## src/rtl/opnd_route_pkg.sv

```systemverilog
package opnd_route_pkg;
  localparam int unsigned DW = 32;
  typedef logic [DW-1:0] word_t;
endpackage

```

## src/rtl/dp_route_reg.sv

```systemverilog
module dp_route_reg #(
  parameter int unsigned W = 32,
  parameter int unsigned N = 2
) (
  input  logic                clk,
  input  logic                rst,
  input  logic                ph_en,
  input  logic [N-1:0]        sel,
  input  logic [N-1:0][W-1:0] din,
  output logic [W-1:0]        q
);
  logic [W-1:0] mux_val;
  logic         load;

  always_comb begin
    mux_val = '0;
    for (int i = 0; i < N; i++) begin
      if (sel[i]) mux_val = mux_val | din[i];
    end
  end

  assign load = ph_en && (|sel);

  always_ff @(posedge clk) begin
    if (rst) q <= '0;
    else if (load) q <= mux_val;
  end


  sel_onehot_chk: assert property (@(posedge clk) disable iff (rst) $onehot0(sel));


  hold_when_idle_chk: assert property (@(posedge clk) disable iff (rst)
    (!ph_en || sel == '0) |=> q == $past(q));
endmodule

```

## src/rtl/dp_cbus.sv

```systemverilog
module dp_cbus #(
  parameter int unsigned W = 32
) (
  input  logic         clk,
  input  logic         rst,
  input  logic         ph_b,
  input  logic         drv_res3,
  input  logic         drv_mem,
  input  logic [W-1:0] res3,
  input  logic [W-1:0] mem_in,
  output logic [W-1:0] bus
);
  logic         en_r, en_m;
  logic [W-1:0] keep;

  assign en_r = ph_b && drv_res3;
  assign en_m = ph_b && drv_mem;

  always_comb begin
    if (en_r)      bus = res3;
    else if (en_m) bus = mem_in;
    else           bus = keep;
  end

  always_ff @(posedge clk) begin
    if (rst) keep <= '0;
    else if (en_r || en_m) keep <= bus;
  end


  bus_one_drv_chk: assert property (@(posedge clk) disable iff (rst) !(drv_res3 && drv_mem));


  keeper_track_chk: assert property (@(posedge clk) disable iff (rst)
    (en_r || en_m) |=> keep == $past(bus));
endmodule

```

## src/rtl/opnd_route_dp.sv

```systemverilog
module opnd_route_dp
  import opnd_route_pkg::*;
#(
  parameter int unsigned W = DW
) (
  input  logic         clk,
  input  logic         rst,
  input  logic         ph_a,
  input  logic         ph_b,
  input  logic [W-1:0] ram_a_rd,
  input  logic [W-1:0] ram_b_rd,
  input  logic [W-1:0] ifu_in,
  input  logic [W-1:0] alu_res,
  input  logic [W-1:0] fu_res,
  input  logic [W-1:0] mem_in,
  input  logic         sel_const,
  input  logic [4:0]   sel_right,
  input  logic         sel_field,
  input  logic [2:0]   sel_left,
  input  logic [2:0]   sel_st2a,
  input  logic         sel_st2b,
  input  logic [1:0]   sel_st3a,
  input  logic [2:0]   sel_res2,
  input  logic         sel_res3,
  input  logic [1:0]   sel_mdrv,
  input  logic         drv_res3,
  input  logic         drv_mem,
  output logic [W-1:0] left_opnd,
  output logic [W-1:0] right_opnd,
  output logic [W-1:0] const_q,
  output logic [W-1:0] field_q,
  output logic [W-1:0] res2_q,
  output logic [W-1:0] mdrv_q,
  output logic [W-1:0] cbus
);
  logic [W-1:0] st2a_q, st2b_q, st3a_q, res3_q;

  // constant register, phase B
  dp_route_reg #(.W(W), .N(1)) u_const (
    .clk(clk), .rst(rst), .ph_en(ph_b), .sel(sel_const),
    .din('{ifu_in}), .q(const_q));

  // right operand, phase A
  dp_route_reg #(.W(W), .N(5)) u_right (
    .clk(clk), .rst(rst), .ph_en(ph_a), .sel(sel_right),
    .din('{field_q, ifu_in, cbus, res2_q, ram_b_rd}), .q(right_opnd));

  // field register, phase A
  dp_route_reg #(.W(W), .N(1)) u_field (
    .clk(clk), .rst(rst), .ph_en(ph_a), .sel(sel_field),
    .din('{cbus}), .q(field_q));

  // left operand, phase A
  dp_route_reg #(.W(W), .N(3)) u_left (
    .clk(clk), .rst(rst), .ph_en(ph_a), .sel(sel_left),
    .din('{cbus, res2_q, ram_a_rd}), .q(left_opnd));

  // store-data stage 2A, phase A
  dp_route_reg #(.W(W), .N(3)) u_st2a (
    .clk(clk), .rst(rst), .ph_en(ph_a), .sel(sel_st2a),
    .din('{cbus, res2_q, ram_b_rd}), .q(st2a_q));

  // stage-2 result, phase B
  dp_route_reg #(.W(W), .N(3)) u_res2 (
    .clk(clk), .rst(rst), .ph_en(ph_b), .sel(sel_res2),
    .din('{left_opnd, fu_res, alu_res}), .q(res2_q));

  // store-data stage 2B, phase B
  dp_route_reg #(.W(W), .N(1)) u_st2b (
    .clk(clk), .rst(rst), .ph_en(ph_b), .sel(sel_st2b),
    .din('{st2a_q}), .q(st2b_q));

  // store-data stage 3A, phase A
  dp_route_reg #(.W(W), .N(2)) u_st3a (
    .clk(clk), .rst(rst), .ph_en(ph_a), .sel(sel_st3a),
    .din('{cbus, st2b_q}), .q(st3a_q));

  // memory-bus driver register, phase B
  dp_route_reg #(.W(W), .N(2)) u_mdrv (
    .clk(clk), .rst(rst), .ph_en(ph_b), .sel(sel_mdrv),
    .din('{res2_q, st3a_q}), .q(mdrv_q));

  // stage-3 result, phase A
  dp_route_reg #(.W(W), .N(1)) u_res3 (
    .clk(clk), .rst(rst), .ph_en(ph_a), .sel(sel_res3),
    .din('{res2_q}), .q(res3_q));

  // common result bus with two phase-B drivers
  dp_cbus #(.W(W)) u_cbus (
    .clk(clk), .rst(rst), .ph_b(ph_b), .drv_res3(drv_res3), .drv_mem(drv_mem),
    .res3(res3_q), .mem_in(mem_in), .bus(cbus));


  phase_excl_chk: assert property (@(posedge clk) disable iff (rst) !(ph_a && ph_b));


  res3_drive_chk: assert property (@(posedge clk) disable iff (rst)
    (ph_b && drv_res3) |-> cbus == res3_q);
endmodule

```

## config.mk

```make
export PLATFORM = sky130hd
export DESIGN_NAME = opnd_route_dp
export DESIGN_NICKNAME = d
export VERILOG_FILES = /design/src/rtl/opnd_route_pkg.sv /design/src/rtl/dp_route_reg.sv /design/src/rtl/dp_cbus.sv /design/src/rtl/opnd_route_dp.sv
export SDC_FILE = /design/constraint.sdc
export NUM_CORES = 1
export LEC_CHECK = 0
export ABC_CLOCK_PERIOD_IN_PS = 1610
export CAP_MARGIN = 15
export CELL_PAD_IN_SITES_DETAIL_PLACEMENT = 1
export CELL_PAD_IN_SITES_GLOBAL_PLACEMENT = 1
export CORE_AREA = 2 2 240 242
export CTS_CLUSTER_SIZE = 28
export DETAILED_ROUTE_END_ITERATION = 12
export DIE_AREA = 0 0 242 244
export GPL_TIMING_DRIVEN = 0
export PLACE_DENSITY_LB_ADDON = 0.1
export SYNTH_ARGS = -nofsm -noshare
export SYNTH_HDL_FRONTEND = slang
export SYNTH_SLANG_ARGS = --single-unit
export TNS_END_PERCENT = 50
```

## constraint.sdc

```tcl
create_clock -name clk -period 1.61 [get_ports clk]
set_clock_uncertainty 0.1 [all_clocks]
set_input_delay 0.161 -clock clk [delete_from_list [all_inputs] [get_ports clk]]
set_output_delay 0.161 -clock clk [all_outputs]
set_load 0.02 [all_outputs]
```

### Word level (Yosys, flattened, before mapping)

Index checks and enable logic that the tools add are counted.

* output and inout port bits: 224
* input port bits: 220
* register bits after elaboration: 352

* bitwise logic cells: 12
* reductions and logical operators: 19
* multiplexer cells: 24

Operators with widths (count)
* $mux 32: 24
* $or 32x32->32: 12
* $logic_and 1x1->1: 12
* $reduce_or 3->1: 3
* $reduce_or 5->1: 1
* $reduce_or 2->1: 2
* $logic_or 1x1->1: 1

### Depth between registers and ports, before layout

Gate-level depths: netlist (run 1).

* depth after elaboration: 9
* depth in mapped cells: 7
* gate-level depth less buffers: 4

### Modules after synthesis

A second synthesis (run 1) with hierarchy kept.

* cells, all modules: 1784
* area, all modules: 18461.5 µm²

Modules (own cells, without submodules)
* dp_route_reg (u_const ...): sequential area each 640.6 µm², area an instance 1512.7 µm², times used 4, cells an instance 145
* dp_route_reg (u_left ...): sequential area each 640.6 µm², area an instance 1619.1 µm², times used 3, cells an instance 151
* dp_route_reg (u_mdrv ...): sequential area each 640.6 µm², area an instance 1635.3 µm², times used 2, cells an instance 148
* dp_route_reg (u_right): sequential area each 640.6 µm², area an instance 2172.1 µm², times used 1, cells an instance 266
* dp_cbus: sequential area each 640.6 µm², area an instance 2110.8 µm², times used 1, cells an instance 189

### Worst setup path before layout (run 1)

No wires, ideal clock.

* kind: input -> register
* start point: input port ph_b
* end point: register u_left.q[30]
* setup slack: -0.457 ns
* cell stages on the path: 6
* arrival time: 1.881 ns
* setup time: 0.086 ns
* cell sequence: buf_6 nor2b_4 buf_6 a222oi_1 a222oi_1 a211oi_1

* cells in the longest elaborated chain, start to end: 5
* elaborated cells between the ends (all ways): 6
* classes of those cells: mux: 3; bitwise: 1; reduce/logical: 2

RTL lines
* start, declared: line opnd_route_dp.sv:9 `input logic ph_b,`
* $logic_and 1x1->1: line dp_cbus.sv:17 `assign en_m = ph_b && drv_mem;`
* $mux 32: line dp_cbus.sv:21 `else if (en_m) bus = mem_in;`
* $mux 32 *: line dp_cbus.sv:20 `if (en_r) bus = res3;`
* via cbus[30]: line opnd_route_dp.sv:34 `output logic [W-1:0] cbus`
* $or 32x32->32 *: line dp_route_reg.sv:18 `if (sel[i]) mux_val = mux_val | din[i];`
* $mux 32 *: line dp_route_reg.sv:18
* end signal, assigned: line dp_route_reg.sv:26 `else if (load) q <= mux_val;`
* end, declared: line dp_route_reg.sv:10 `output logic [W-1:0] q`

Mark *: on every way through the listed nets, which the timed path passes. The rest lies on a longest branch.
A chain may end at the register's enable or synchronous reset.

### Worst setup path after layout (run 1)

* start point: register u_cbus.keep[24]
* end point: output port cbus[24]

* cells in the longest elaborated chain, start to end: 2

RTL lines
* start, declared: line dp_cbus.sv:14 `logic [W-1:0] keep;`
* start signal, assigned: line dp_cbus.sv:27 `else if (en_r || en_m) keep <= bus;`
* $mux 32: line dp_cbus.sv:21
* $mux 32: line dp_cbus.sv:20
* end, declared: line opnd_route_dp.sv:34

Every way passes these cells.

==> flow_results.org, run 1 <==
** Outcome
- Run status :: finished, violations left
- The checks that failed: negative setup slack.

** Power and ir drop
- Dividing total power by cell area gives a power density of between 1000 and 1500 mW/mm^2.
- In this run the static leakage power is 9.09 nW.
- Summing internal, switching and leakage power gives 25.4 mW.
- IR analysis of the VDD net gives a maximum drop of 666 uV.

** Worst setup path
- The critical path is of the register to output port type.
- For the worst setup path, the data required time is ~1.4 ns.
- The signal on the critical path passes through inv_2 -> a222oi_1 -> buf_4 -> buf_6.
- STA classifies the critical path endpoint as an output port.
- The kind of cell with the highest combined delay along the critical path is compound AO/OA/AOI/OAI gates.
- In this run the number of cells on the critical path is 4.
- Crit Reg-Reg Startpoint :: u_cbus.keep[22]$_SDFFE_PP0P_
- Max incr delay on CP :: 0.42 ns
- Kind of launch point of the worst setup path :: register
- Worst R2R Path Depth :: 12
- The slowest stage of the critical path is the sky130_fd_sc_hd__a222oi_1 cell.
- In this run the worst setup path begins at u_cbus.keep[24]$_SDFFE_PP0P_.
- Data on the critical path arrives at its endpoint at 1.72 ns.
- Critical path buffers and inverters :: 3
- Worst Path Max Fanout :: 2

** Finish
- Of the cells placed in the final design, the portion with a size suffix greater than 1 is between 10% and 20%.
- The top cell types in the final layout, fill and taps aside, are sky130_fd_sc_hd__nand2_1, sky130_fd_sc_hd__dfxtp_1, sky130_fd_sc_hd__nor2_1, sky130_fd_sc_hd__clkdlybuf4s50_1, sky130_fd_sc_hd__clkbuf_1.
- Layout Area Growth over Synthesis :: 53.8%
- The net count of the finished layout is 2583.
- Most frequent standard cell in the layout excluding fill and tap cells :: sky130_fd_sc_hd__nand2_1
- Once layout is complete, the utilization of the core stands at between 40% and 50%.

** Die
- Width of the die :: approximately 240 um
- Vertical die dimension :: 244 um
- In this run the count of I/O pins placed on the die edge is 444.
- The floorplan step defined a core boundary enclosing 0.0562 sq mm.
- Once the floorplan was initialized, standard cells occupied 26.9% of the core.
- The floorplan step defined a die boundary enclosing 0.0590 sq mm.
- The floorplan has between 80 and 90 rows.

** Synth
- For this run, the leading register cell type out of synthesis is sky130_fd_sc_hd__dfxtp_1.
- Cells after Synth :: 1799
- Yosys reg bits :: approximately 350
- Synthesized area per cell :: roughly 8.4 sq um
- Synthesized netlist net count :: a little over 2k
- For this run, the number of Yosys warnings is 0.
- Yosys mapped a number of flops with a built-in enable equal to 0.
- Share of flip-flops with an asynchronous set or reset :: 0%
- After synthesis the cells add up to ~0.015 sq mm.
- Sequential-to-total area share from yosys stat :: 46.6%
- In this run, distinct cell masters in the synthesized netlist total 28.

** Place
- The count of buffers added on input and output ports is roughly 420.
- At the end of routability-driven placement, the weighted congestion stood at 0.878.
- Summed over all nets, the half-perimeter wirelength after detailed placement is 66900 um.

** Global routing
- The via count of the first global-routing pass was ~18k.
- All-Layer GR Usage :: 29.8%
- Initial antenna violation count :: 2
- Overflow left after global routing :: 0
- The first global-routing pass estimated roughly 130000 um of wire.
- Pin count of the biggest net entering global routing :: 12

** Timing
- Fin crit period :: 1.98 ns
- The final hold violation count is 0.
- Final clock period utilization by the worst path :: 123%
- Measured against its own limit, the worst slew margin works out to just under 30%.
- After routing, the total negative slack on setup checks comes to -4.64 ns.
- Least-Margin Pin Slew :: 1.06 ns
- For this run, the top clock speed supported by timing is 505 MHz.
- Setup violations remaining at the end of the flow were counted as 46.
- Number of max-slew violations in the final report :: 0
- Unrepaired setup endpoints after global routing :: yes
- PnR worst setup slack :: -0.370 ns

** Detailed routing
- TritonRoute pass-1 iters :: 9
- WL final :: 91600 um
- Post-route DRC violation count :: 0
- After the first detailed-routing iteration, the DRC count stood at 1981.
- Using the TritonRoute via totals, the vias-per-cell ratio works out to 5.61.
- The routed layout has 17.7k vias.
- Dividing the detail-routed wire length by the instance count gives 29.0 um.
- Post-route antenna net violation count :: 0

** CTS
- The clock passes through at most 3 buffers.
- At the later pin of the worst-skew pair, clock insertion delay measures 0.59 ns.
- Clock tree synthesis found a total of 352 sinks.
- CTS root buf :: sky130_fd_sc_hd__clkbuf_16
- H-tree depth reported by CTS :: 2
- TritonCTS built the clock tree.
- Number of buffers added by the clock tree synthesis step :: 44
- Clock transition at the registers of the reported paths :: around 0.060 ns

** Hold path
- Worst hold stages :: 3
- In this run the most critical hold path is launched from ifu_in[18].
- Min-Delay Path Class :: primary input to register

** Flow run
- Number of max-capacitance violations reported :: 0
path summary, 6_finish.rpt:
kind	to	slack (ns)
worst min-delay path	u_const.q[18]$_SDFFE_PP0P_	0.08
worst min register to register	u_res3.q[2]$_SDFFE_PP0P_	0.35
worst max-delay path	cbus[24]	-0.37
worst max register to register	u_cbus.keep[22]$_SDFFE_PP0P_	-0.24
power by group:
part	total [mW]	internal (mW)	switching [mW]
sequential	9.81	9.25	0.563
combinational	5.32	2.16	3.16
clock	10.3	6.13	4.16
Yosys cell counts, types with 3 or more instances:
library cell / number / area [sq um]
sky130_fd_sc_hd__o21ai_1: 3 / 15.0
sky130_fd_sc_hd__inv_1: 8 / 30.0
sky130_fd_sc_hd__o31a_1: 3 / 26.3
sky130_fd_sc_hd__buf_1: 10 / 37.5
sky130_fd_sc_hd__a222oi_1: 104 / 1040
sky130_fd_sc_hd__and2_1: 12 / 75.1
sky130_fd_sc_hd__a221oi_1: 32 / 280
sky130_fd_sc_hd__o221a_2: 24 / 270
sky130_fd_sc_hd__nor2_1: 216 / 811
sky130_fd_sc_hd__nand2b_1: 24 / 150
sky130_fd_sc_hd__nand3b_1: 24 / 180
sky130_fd_sc_hd__o21a_1: 3 / 22.5
sky130_fd_sc_hd__buf_6: 5 / 56.3
sky130_fd_sc_hd__a22o_1: 32 / 280
sky130_fd_sc_hd__nor3_1: 64 / 320
sky130_fd_sc_hd__a22oi_1: 96 / 721
sky130_fd_sc_hd__a211oi_1: 128 / 961
sky130_fd_sc_hd__nor3b_1: 24 / 180
sky130_fd_sc_hd__clkbuf_1: 180 / 676
sky130_fd_sc_hd__a21oi_1: 136 / 681
sky130_fd_sc_hd__buf_2: 7 / 35.0
sky130_fd_sc_hd__nand2_1: 292 / 1100
sky130_fd_sc_hd__nor2b_1: 16 / 100
sky130_fd_sc_hd__dfxtp_1: 352 / 7050
cells by family (layout without fill, tap and decap cells):
logic type      Yosys count  in the layout  share of synthesized area [%]
simple gates            675            675                           19.4
compound gates          562            562                           28.5
flops                   352            352                           46.6
buf+inv                 210            809                           5.51
other cells               0              1                              0
metrics by stage:
stage | setup slack (ns) | instance area, sq um | hold WS (ns) | instances
2_1_floorplan | -0.452 | 15400 | 0.197 | 1799
3_3_place_gp | -2.00 | 20600 | 0.337 | 2976
3_5_place_dp | -1.71 | 20600 | 0.345 | 2984
4_1_cts | -0.315 | 23000 | 0.0495 | 3135
5_1_grt | -0.416 | 23300 | 0.0945 | 3155
6_report | -0.370 | 23300 | 0.0796 | 3155
worst reg2reg max path: cells and delay by family (launching register included):
kind                   cells  cell delay (ns)
AOI/OAI and AO/OA          1             0.13
buffers and inverters     10             1.08
DFF                        1             0.32
and+or+nand+nor            1             0.16
cell type report:
| cell class | instances | area, sq um |
|---|---|---|
| Inverter | 8 | 30.0 |
| Clock inverter | 15 | 133 |
| Fill cell | 6593 | 32900 |
| Tap cell | 756 | 946 |
| Antenna cell | 1 | 2.50 |
| Clock buffer | 66 | 1360 |
| Sequential cell | 352 | 7210 |
| Multi-Input combinational cell | 1237 | 7640 |
| Buffer | 198 | 940 |
| Timing Repair Buffer | 522 | 5020 |
layer usage:
metal | vias up | part of all wire [%] | GRT usage, %
met1 | 8895 | 43 | 39.0
li1 | 7780 | - | -
met2 | 822 | 47 | 49.1
met3 | 185 | 7.1 | 5.09
met5 | - | 0.014 | 0
met4 | 2 | 3.7 | 11.4
repair_timing:
action,4_1_cts,5_1_grt
endpoints found under the setup margin,571,191
resized for setup,643,100
cloned,1,0
hold buffers,0,0
buffers inserted,77,23
pin swaps,35,28
No activity file was read; power rests on OpenSTA's default activity.
==> inputs of run 2 (changes only) <==
--- a/config.mk
+++ b/config.mk
@@ -10,7 +10,6 @@
 export CELL_PAD_IN_SITES_DETAIL_PLACEMENT = 1
 export CELL_PAD_IN_SITES_GLOBAL_PLACEMENT = 1
 export CORE_AREA = 2 2 240 242
-export CTS_CLUSTER_SIZE = 28
 export DETAILED_ROUTE_END_ITERATION = 12
 export DIE_AREA = 0 0 242 244
 export GPL_TIMING_DRIVEN = 0
==> results of run 2 <==
Same layout as run 1: the final DEF is identical, and so are final timing and power.
